**src/rtl/lkd_pkg.sv**
```systemverilog
package lkd_pkg;

  typedef enum logic [1:0] {
    SEL_X8  = 2'b00,
    SEL_X10 = 2'b01,
    SEL_X16 = 2'b10,
    SEL_X20 = 2'b11
  } ratio_sel_t;

  typedef enum logic {
    ST_TRAIN = 1'b0,
    ST_LOCK  = 1'b1
  } lock_state_t;

  localparam int RATIO_W = 5;

  function automatic logic [RATIO_W-1:0] ratio_of(input logic [1:0] sel);
    case (ratio_sel_t'(sel))
      SEL_X8:  ratio_of = 5'd8;
      SEL_X10: ratio_of = 5'd10;
      SEL_X16: ratio_of = 5'd16;
      default: ratio_of = 5'd20;
    endcase
  endfunction

endpackage

```
**src/rtl/lkd_sync.sv**
```systemverilog
module lkd_sync #(
  parameter int STAGES = 2
) (
  input  logic clk,
  input  logic rst,
  input  logic d_i,
  output logic q_o
);
  logic [STAGES-1:0] chain;

  always_ff @(posedge clk) begin
    if (rst) chain <= '0;
    else     chain <= {chain[STAGES-2:0], d_i};
  end

  assign q_o = chain[STAGES-1];
endmodule

```
**src/rtl/lkd_window_meter.sv**
```systemverilog
module lkd_window_meter
  import lkd_pkg::*;
#(
  parameter int WIN_LOG2  = 10,
  parameter int TOL_SHIFT = 10
) (
  input  logic       clk,
  input  logic       rst,
  input  logic       clear_i,
  input  logic       ref_tick_i,
  input  logic       rec_tick_i,
  input  logic [1:0] ratio_sel_i,
  output logic       win_vld_o,
  output logic       win_pass_o
);
  localparam int CNT_W = WIN_LOG2 + 6;
  localparam logic [CNT_W-1:0] CNT_MAX = '1;
  localparam logic [WIN_LOG2-1:0] REF_LAST = '1;

  logic [WIN_LOG2-1:0] ref_cnt;
  logic [CNT_W-1:0]    rec_cnt, rec_next;
  logic [CNT_W-1:0]    cap_cnt, cap_exp;
  logic                cap_vld;
  logic [CNT_W-1:0]    diff, tol;

  // saturating increment keeps a runaway clock from wrapping into range
  always_comb begin
    rec_next = rec_cnt;
    if (rec_tick_i && rec_cnt != CNT_MAX) rec_next = rec_cnt + 1'b1;
  end

  always_comb begin
    diff = (cap_cnt >= cap_exp) ? (cap_cnt - cap_exp) : (cap_exp - cap_cnt);
    tol  = cap_exp >> TOL_SHIFT;
  end

  always_ff @(posedge clk) begin
    if (rst || clear_i) begin
      ref_cnt    <= '0;
      rec_cnt    <= '0;
      cap_cnt    <= '0;
      cap_exp    <= '0;
      cap_vld    <= 1'b0;
      win_vld_o  <= 1'b0;
      win_pass_o <= 1'b0;
    end else begin
      cap_vld   <= 1'b0;
      win_vld_o <= cap_vld;
      if (ref_tick_i && ref_cnt == REF_LAST) begin
        cap_cnt <= rec_next;
        cap_exp <= CNT_W'(ratio_of(ratio_sel_i)) << WIN_LOG2;
        cap_vld <= 1'b1;
        ref_cnt <= '0;
        rec_cnt <= '0;
      end else begin
        if (ref_tick_i) ref_cnt <= ref_cnt + 1'b1;
        rec_cnt <= rec_next;
      end
      if (cap_vld) win_pass_o <= (diff <= tol);
    end
  end
endmodule

```
**src/rtl/lkd_lock_fsm.sv**
```systemverilog
module lkd_lock_fsm
  import lkd_pkg::*;
#(
  parameter int POLL_LEN = 4,
  parameter int CONFIRM  = 2
) (
  input  logic clk,
  input  logic rst,
  input  logic cd_ok_i,
  input  logic win_vld_i,
  input  logic win_pass_i,
  output logic lock_o,
  output logic follow_data_o,
  output logic data_en_o
);
  localparam int PH_W = (POLL_LEN > 1) ? $clog2(POLL_LEN) : 1;
  localparam int DC_W = (CONFIRM > 1) ? $clog2(CONFIRM) : 1;
  localparam logic [PH_W-1:0] PH_PROBE = PH_W'(POLL_LEN - 1);
  localparam logic [DC_W-1:0] DC_LAST  = DC_W'(CONFIRM - 1);

  lock_state_t     state, state_n;
  logic [PH_W-1:0] phase, phase_n;
  logic [DC_W-1:0] run,   run_n;

  always_comb begin
    state_n = state;
    phase_n = phase;
    run_n   = run;
    if (!cd_ok_i) begin
      state_n = ST_TRAIN;
      phase_n = '0;
      run_n   = '0;
    end else if (win_vld_i) begin
      if (state == ST_LOCK) begin
        if (win_pass_i) run_n = '0;
        else if (run == DC_LAST) begin
          state_n = ST_TRAIN;
          phase_n = '0;
          run_n   = '0;
        end else run_n = run + 1'b1;
      end else if (phase == PH_PROBE) begin
        phase_n = '0;
        if (!win_pass_i) run_n = '0;
        else if (run == DC_LAST) begin
          state_n = ST_LOCK;
          run_n   = '0;
        end else run_n = run + 1'b1;
      end else begin
        phase_n = phase + 1'b1;
      end
    end
  end

  always_ff @(posedge clk) begin
    if (rst) begin
      state         <= ST_TRAIN;
      phase         <= '0;
      run           <= '0;
      lock_o        <= 1'b0;
      follow_data_o <= 1'b0;
      data_en_o     <= 1'b0;
    end else begin
      state         <= state_n;
      phase         <= phase_n;
      run           <= run_n;
      lock_o        <= cd_ok_i && state_n == ST_LOCK;
      follow_data_o <= cd_ok_i && (state_n == ST_LOCK || phase_n == PH_PROBE);
      data_en_o     <= cd_ok_i;
    end
  end
endmodule

```
**src/rtl/freq_lock_monitor.sv**
```systemverilog
module freq_lock_monitor
  import lkd_pkg::*;
#(
  parameter int WIN_LOG2    = 10,
  parameter int TOL_SHIFT   = 10,
  parameter int POLL_LEN    = 4,
  parameter int CONFIRM     = 2,
  parameter int SYNC_STAGES = 2
) (
  input  logic       clk,
  input  logic       rst,
  input  logic       ref_tick_i,
  input  logic       rec_tick_i,
  input  logic       carrier_i,
  input  logic [1:0] ratio_sel_i,
  output logic       lock_o,
  output logic       follow_data_o,
  output logic       data_en_o
);
  logic cd_sync;
  logic win_vld, win_pass;

  lkd_sync #(.STAGES(SYNC_STAGES)) u_sync (
    .clk (clk),
    .rst (rst),
    .d_i (carrier_i),
    .q_o (cd_sync)
  );

  lkd_window_meter #(.WIN_LOG2(WIN_LOG2), .TOL_SHIFT(TOL_SHIFT)) u_meter (
    .clk         (clk),
    .rst         (rst),
    .clear_i     (!cd_sync),
    .ref_tick_i  (ref_tick_i),
    .rec_tick_i  (rec_tick_i),
    .ratio_sel_i (ratio_sel_i),
    .win_vld_o   (win_vld),
    .win_pass_o  (win_pass)
  );

  lkd_lock_fsm #(.POLL_LEN(POLL_LEN), .CONFIRM(CONFIRM)) u_fsm (
    .clk           (clk),
    .rst           (rst),
    .cd_ok_i       (cd_sync),
    .win_vld_i     (win_vld),
    .win_pass_i    (win_pass),
    .lock_o        (lock_o),
    .follow_data_o (follow_data_o),
    .data_en_o     (data_en_o)
  );
endmodule

```
**config.mk**
```make
export PLATFORM = sky130hd
export DESIGN_NAME = freq_lock_monitor
export DESIGN_NICKNAME = d
export VERILOG_FILES = /design/src/rtl/lkd_pkg.sv /design/src/rtl/lkd_sync.sv /design/src/rtl/lkd_window_meter.sv /design/src/rtl/lkd_lock_fsm.sv /design/src/rtl/freq_lock_monitor.sv
export SDC_FILE = /design/constraint.sdc
export NUM_CORES = 1
export LEC_CHECK = 0
export BUFFER_PORTS_ARGS = -buffer_cell sky130_fd_sc_hd__buf_2
export CAP_MARGIN = 10
export CORE_ASPECT_RATIO = 1.25
export CORE_MARGIN = 5
export CORE_UTILIZATION = 42
export DETAILED_ROUTE_END_ITERATION = 6
export MAX_ROUTING_LAYER = met4
export PLACE_DENSITY = 0.68
export SYNTH_ARGS = -nofsm -noshare
export SYNTH_HDL_FRONTEND = slang
export SYNTH_SLANG_ARGS = --single-unit
```
**constraint.sdc**
```tcl
create_clock -name clk -period 6.4 [get_ports clk]
set_input_delay 1.92 -clock clk [delete_from_list [all_inputs] [get_ports clk]]
set_output_delay 1.92 -clock clk [all_outputs]
set_load 0.05 [all_outputs]
```
==> qor.yml <==
cts_setup_buffers: 0
clk_pin_slew_ns: 0.07
place_ws_ns: 2.61
cts_root_buf: "clkbuf_8"
yosys.area.top_type: "dfxtp_1"
power.leakage_nw: 1.18
yosysMostFrequentCell: "dfxtp_1"
final-seq-area_sq_mm: 0.00114
worst_clock_skew_ns: 0.00978
synth_seq_area_share: 0.381
crit_family: "compound AO/OA/AOI/OAI gates"
diodes: 0
synth_cells: 354
synth_area_leaders: "dfxtp_1, nor2_1, ha_1"
layout-drive-gt1-share: 0.0921
drc: 0
start_util: 0.429
synth_cell_types: 55
syn-cell-area_sq_mm: 0.00299
period_minus_slack_ns: 3.42
setup_tns_ns: 0
setup_ws_ns: 2.98
die_w_microns: 85.5
die_h_microns: 104
synth_flop_cell: "dfxtp_1"
cp-start-kind: "input port"
place_inst: 443
synth_edf_count: 0
multi_input_area_sq_mm: 0.00174
syn_nets: 378
max_freq_mhz: 292
antenna_left: 0
cpMaxStageDelayCell: "nand2b_1"
syn_to_final_growth_pct: 10.7
cts_sinks: 57
yosys-top-cells-count: "dfxtp_1, nor2_1, nand2_1, a21oi_1"
final_cells: 459
synthXorXnorAreaFrac: 0.0848
synth_compound_area_frac: 0.178
muxShareOfSynthArea: 0.00669
grt_max_degree: 37
path_buf_inv: 2
wl_per_cell_microns: 13.5
synth_top_area_frac: 0.381
grt_pass1_wl_microns: 10400
numPortBuffers: 9
vias: 2504
dr.pass1.iters: 4
end_kind: "flip-flop"
status: "completed"
htreeDepth: 3
gp_congestion: 0.838
min_period_over_period: 0.535
rows: 34
slew_viol_final: 0
critPathKind: "in2reg"
cp.required_ns: 6.66
total_power_mw: 0.720
hold_ws_ns: 0.447
grt_pass1_vias: 2326
cts_buffers: 9
synth_fa_ha_area_frac: 0.0735
peakVddDrop_mv: 0.0994
hp-class: "reg2reg"
powerDensity_mw_per_mm2: 217
critPathMaxFanout: 19
setup_viol: 0
antenna_found_initial: 0
wl_microns: 6180
avgSynthCellArea_sq_um: 8.46
relSlewSlack: 0.259
n_fill_cell: 684
io_pins: 10
synth_top_family_by_area: "simple AND/OR/NAND/NOR gates"
cts_buffer_depth: 2
track_usage: 0.148
yosys_warnings: 0
synthArstFlopShare: 0
clock_latency_ns: 0.34
post_cts_resized: 0
tritoncts: "built"
overflow: 0
nets: 388
ctsHoldBuffers: 0
drt_iter0_markers: 144
path_cells: "buf_2, nand2b_1, inv_2, o2111ai_1, a211oi_1, o2111ai_2, a211o_1, o31ai_2"
synth_simple_gate_area_frac: 0.239
tightest_slew_ns: 1.11
rsz0062_at_grt: "false"
via_per_inst: 5.46
design.die.area_sq_mm: 0.00893
arrival_ns: 3.68
synth_seq_cells: 57
hpwl_microns: 4550
hold_viol: 0
maxCapViolations: 0
slowest_delay_ns: 0.35
core_area_sq_mm: 0.00698
per-layer routing:
metal | wire [microns] | global-route usage | vias to the layer above
li1 | - | - | 1262
met1 | 2800 | 0.166 | 1184
met2 | 2990 | 0.240 | 43
met3 | 220 | 0.0357 | 15
met4 | 169 | 0.0814 | 0
met5 | 0 | - | -
cell usage in the layout (no fill, tap or decap), types with 3 or more instances in the layout:
master / n
clkbuf_8: 12
a31oi_1: 4
o21ai_1: 13
xor2_1: 16
nand2b_1: 4
nand3b_1: 5
ha_1: 16
nor3_1: 10
a21oi_1: 24
a211oi_1: 5
a32oi_1: 3
o21ai_0: 10
nor2_1: 54
nand2_1: 26
nor2b_1: 7
xnor2_1: 13
nand4_1: 4
inv_1: 15
buf_2: 9
and3_1: 8
nand3_1: 8
dfxtp_1: 57
and2_1: 3
o211ai_1: 4
path summary, 6_finish.rpt:
kind                       startpoint                  to  slack, ns  cells after the start
setup / recovery                  rst  u_meter.win_pass_o       2.98                      8
hold / removal        u_sync.chain[0]     u_sync.chain[1]       0.45                      1
setup reg to reg  u_meter.cap_exp[12]  u_meter.win_pass_o       3.06                     15
hold reg to reg       u_sync.chain[0]     u_sync.chain[1]       0.45                      1
state kept, by name, indices dropped and copies added (netlist names):
| signal | cells |
|---|---|
| u_meter.cap_cnt | 16 |
| u_meter.rec_cnt | 16 |
| u_meter.ref_cnt | 10 |
| u_meter.cap_exp | 4 |
| u_fsm.phase | 2 |
| u_sync.chain | 2 |
| u_fsm.data_en_o | 1 |
| u_fsm.follow_data_o | 1 |
| u_fsm.run | 1 |
| u_fsm.state | 1 |
| u_meter.cap_vld | 1 |
| u_meter.win_pass_o | 1 |
| u_meter.win_vld_o | 1 |
where the power goes:
group | switching (mW) | total [mW] | internal, mW
Sequential | 0.000382 | 0.356 | 0.356
Combinational | 0.00627 | 0.00943 | 0.00316
Clock | 0.144 | 0.354 | 0.211
Total | 0.150 | 0.720 | 0.570
stage by stage:
| stage | utilization | area [sq um] |
|---|---|---|
| 6_report | 0.475 | 3310 |
| 5_1_grt | 0.475 | 3310 |
| 4_1_cts | 0.475 | 3310 |
| 3_5_place_dp | 0.444 | 3100 |
| 3_3_place_gp | 0.444 | 3100 |
| 2_1_floorplan | - | 2990 |
final cells by class:
type	count	share of cell area
multi-input combinational	271	0.525
sequential	57	0.344
clock buffer	12	0.0498
tap	90	0.0340
inverter	16	0.0181
clock inverter	4	0.0151
timing repair buffer	9	0.0136
cell families (layout without fill, tap and decap cells):
| kind of cell | count (synthesis) | count (layout) |
|---|---|---|
| AOI/OAI and AO/OA | 82 | 82 |
| xor gates and xnor gates | 29 | 29 |
| adders and majority gates | 17 | 17 |
| buffers and inverters | 26 | 41 |
| DFF | 57 | 57 |
| muxes | 2 | 2 |
| and+or+nand+nor | 141 | 141 |
No activity file was read; power rests on OpenSTA's default activity.
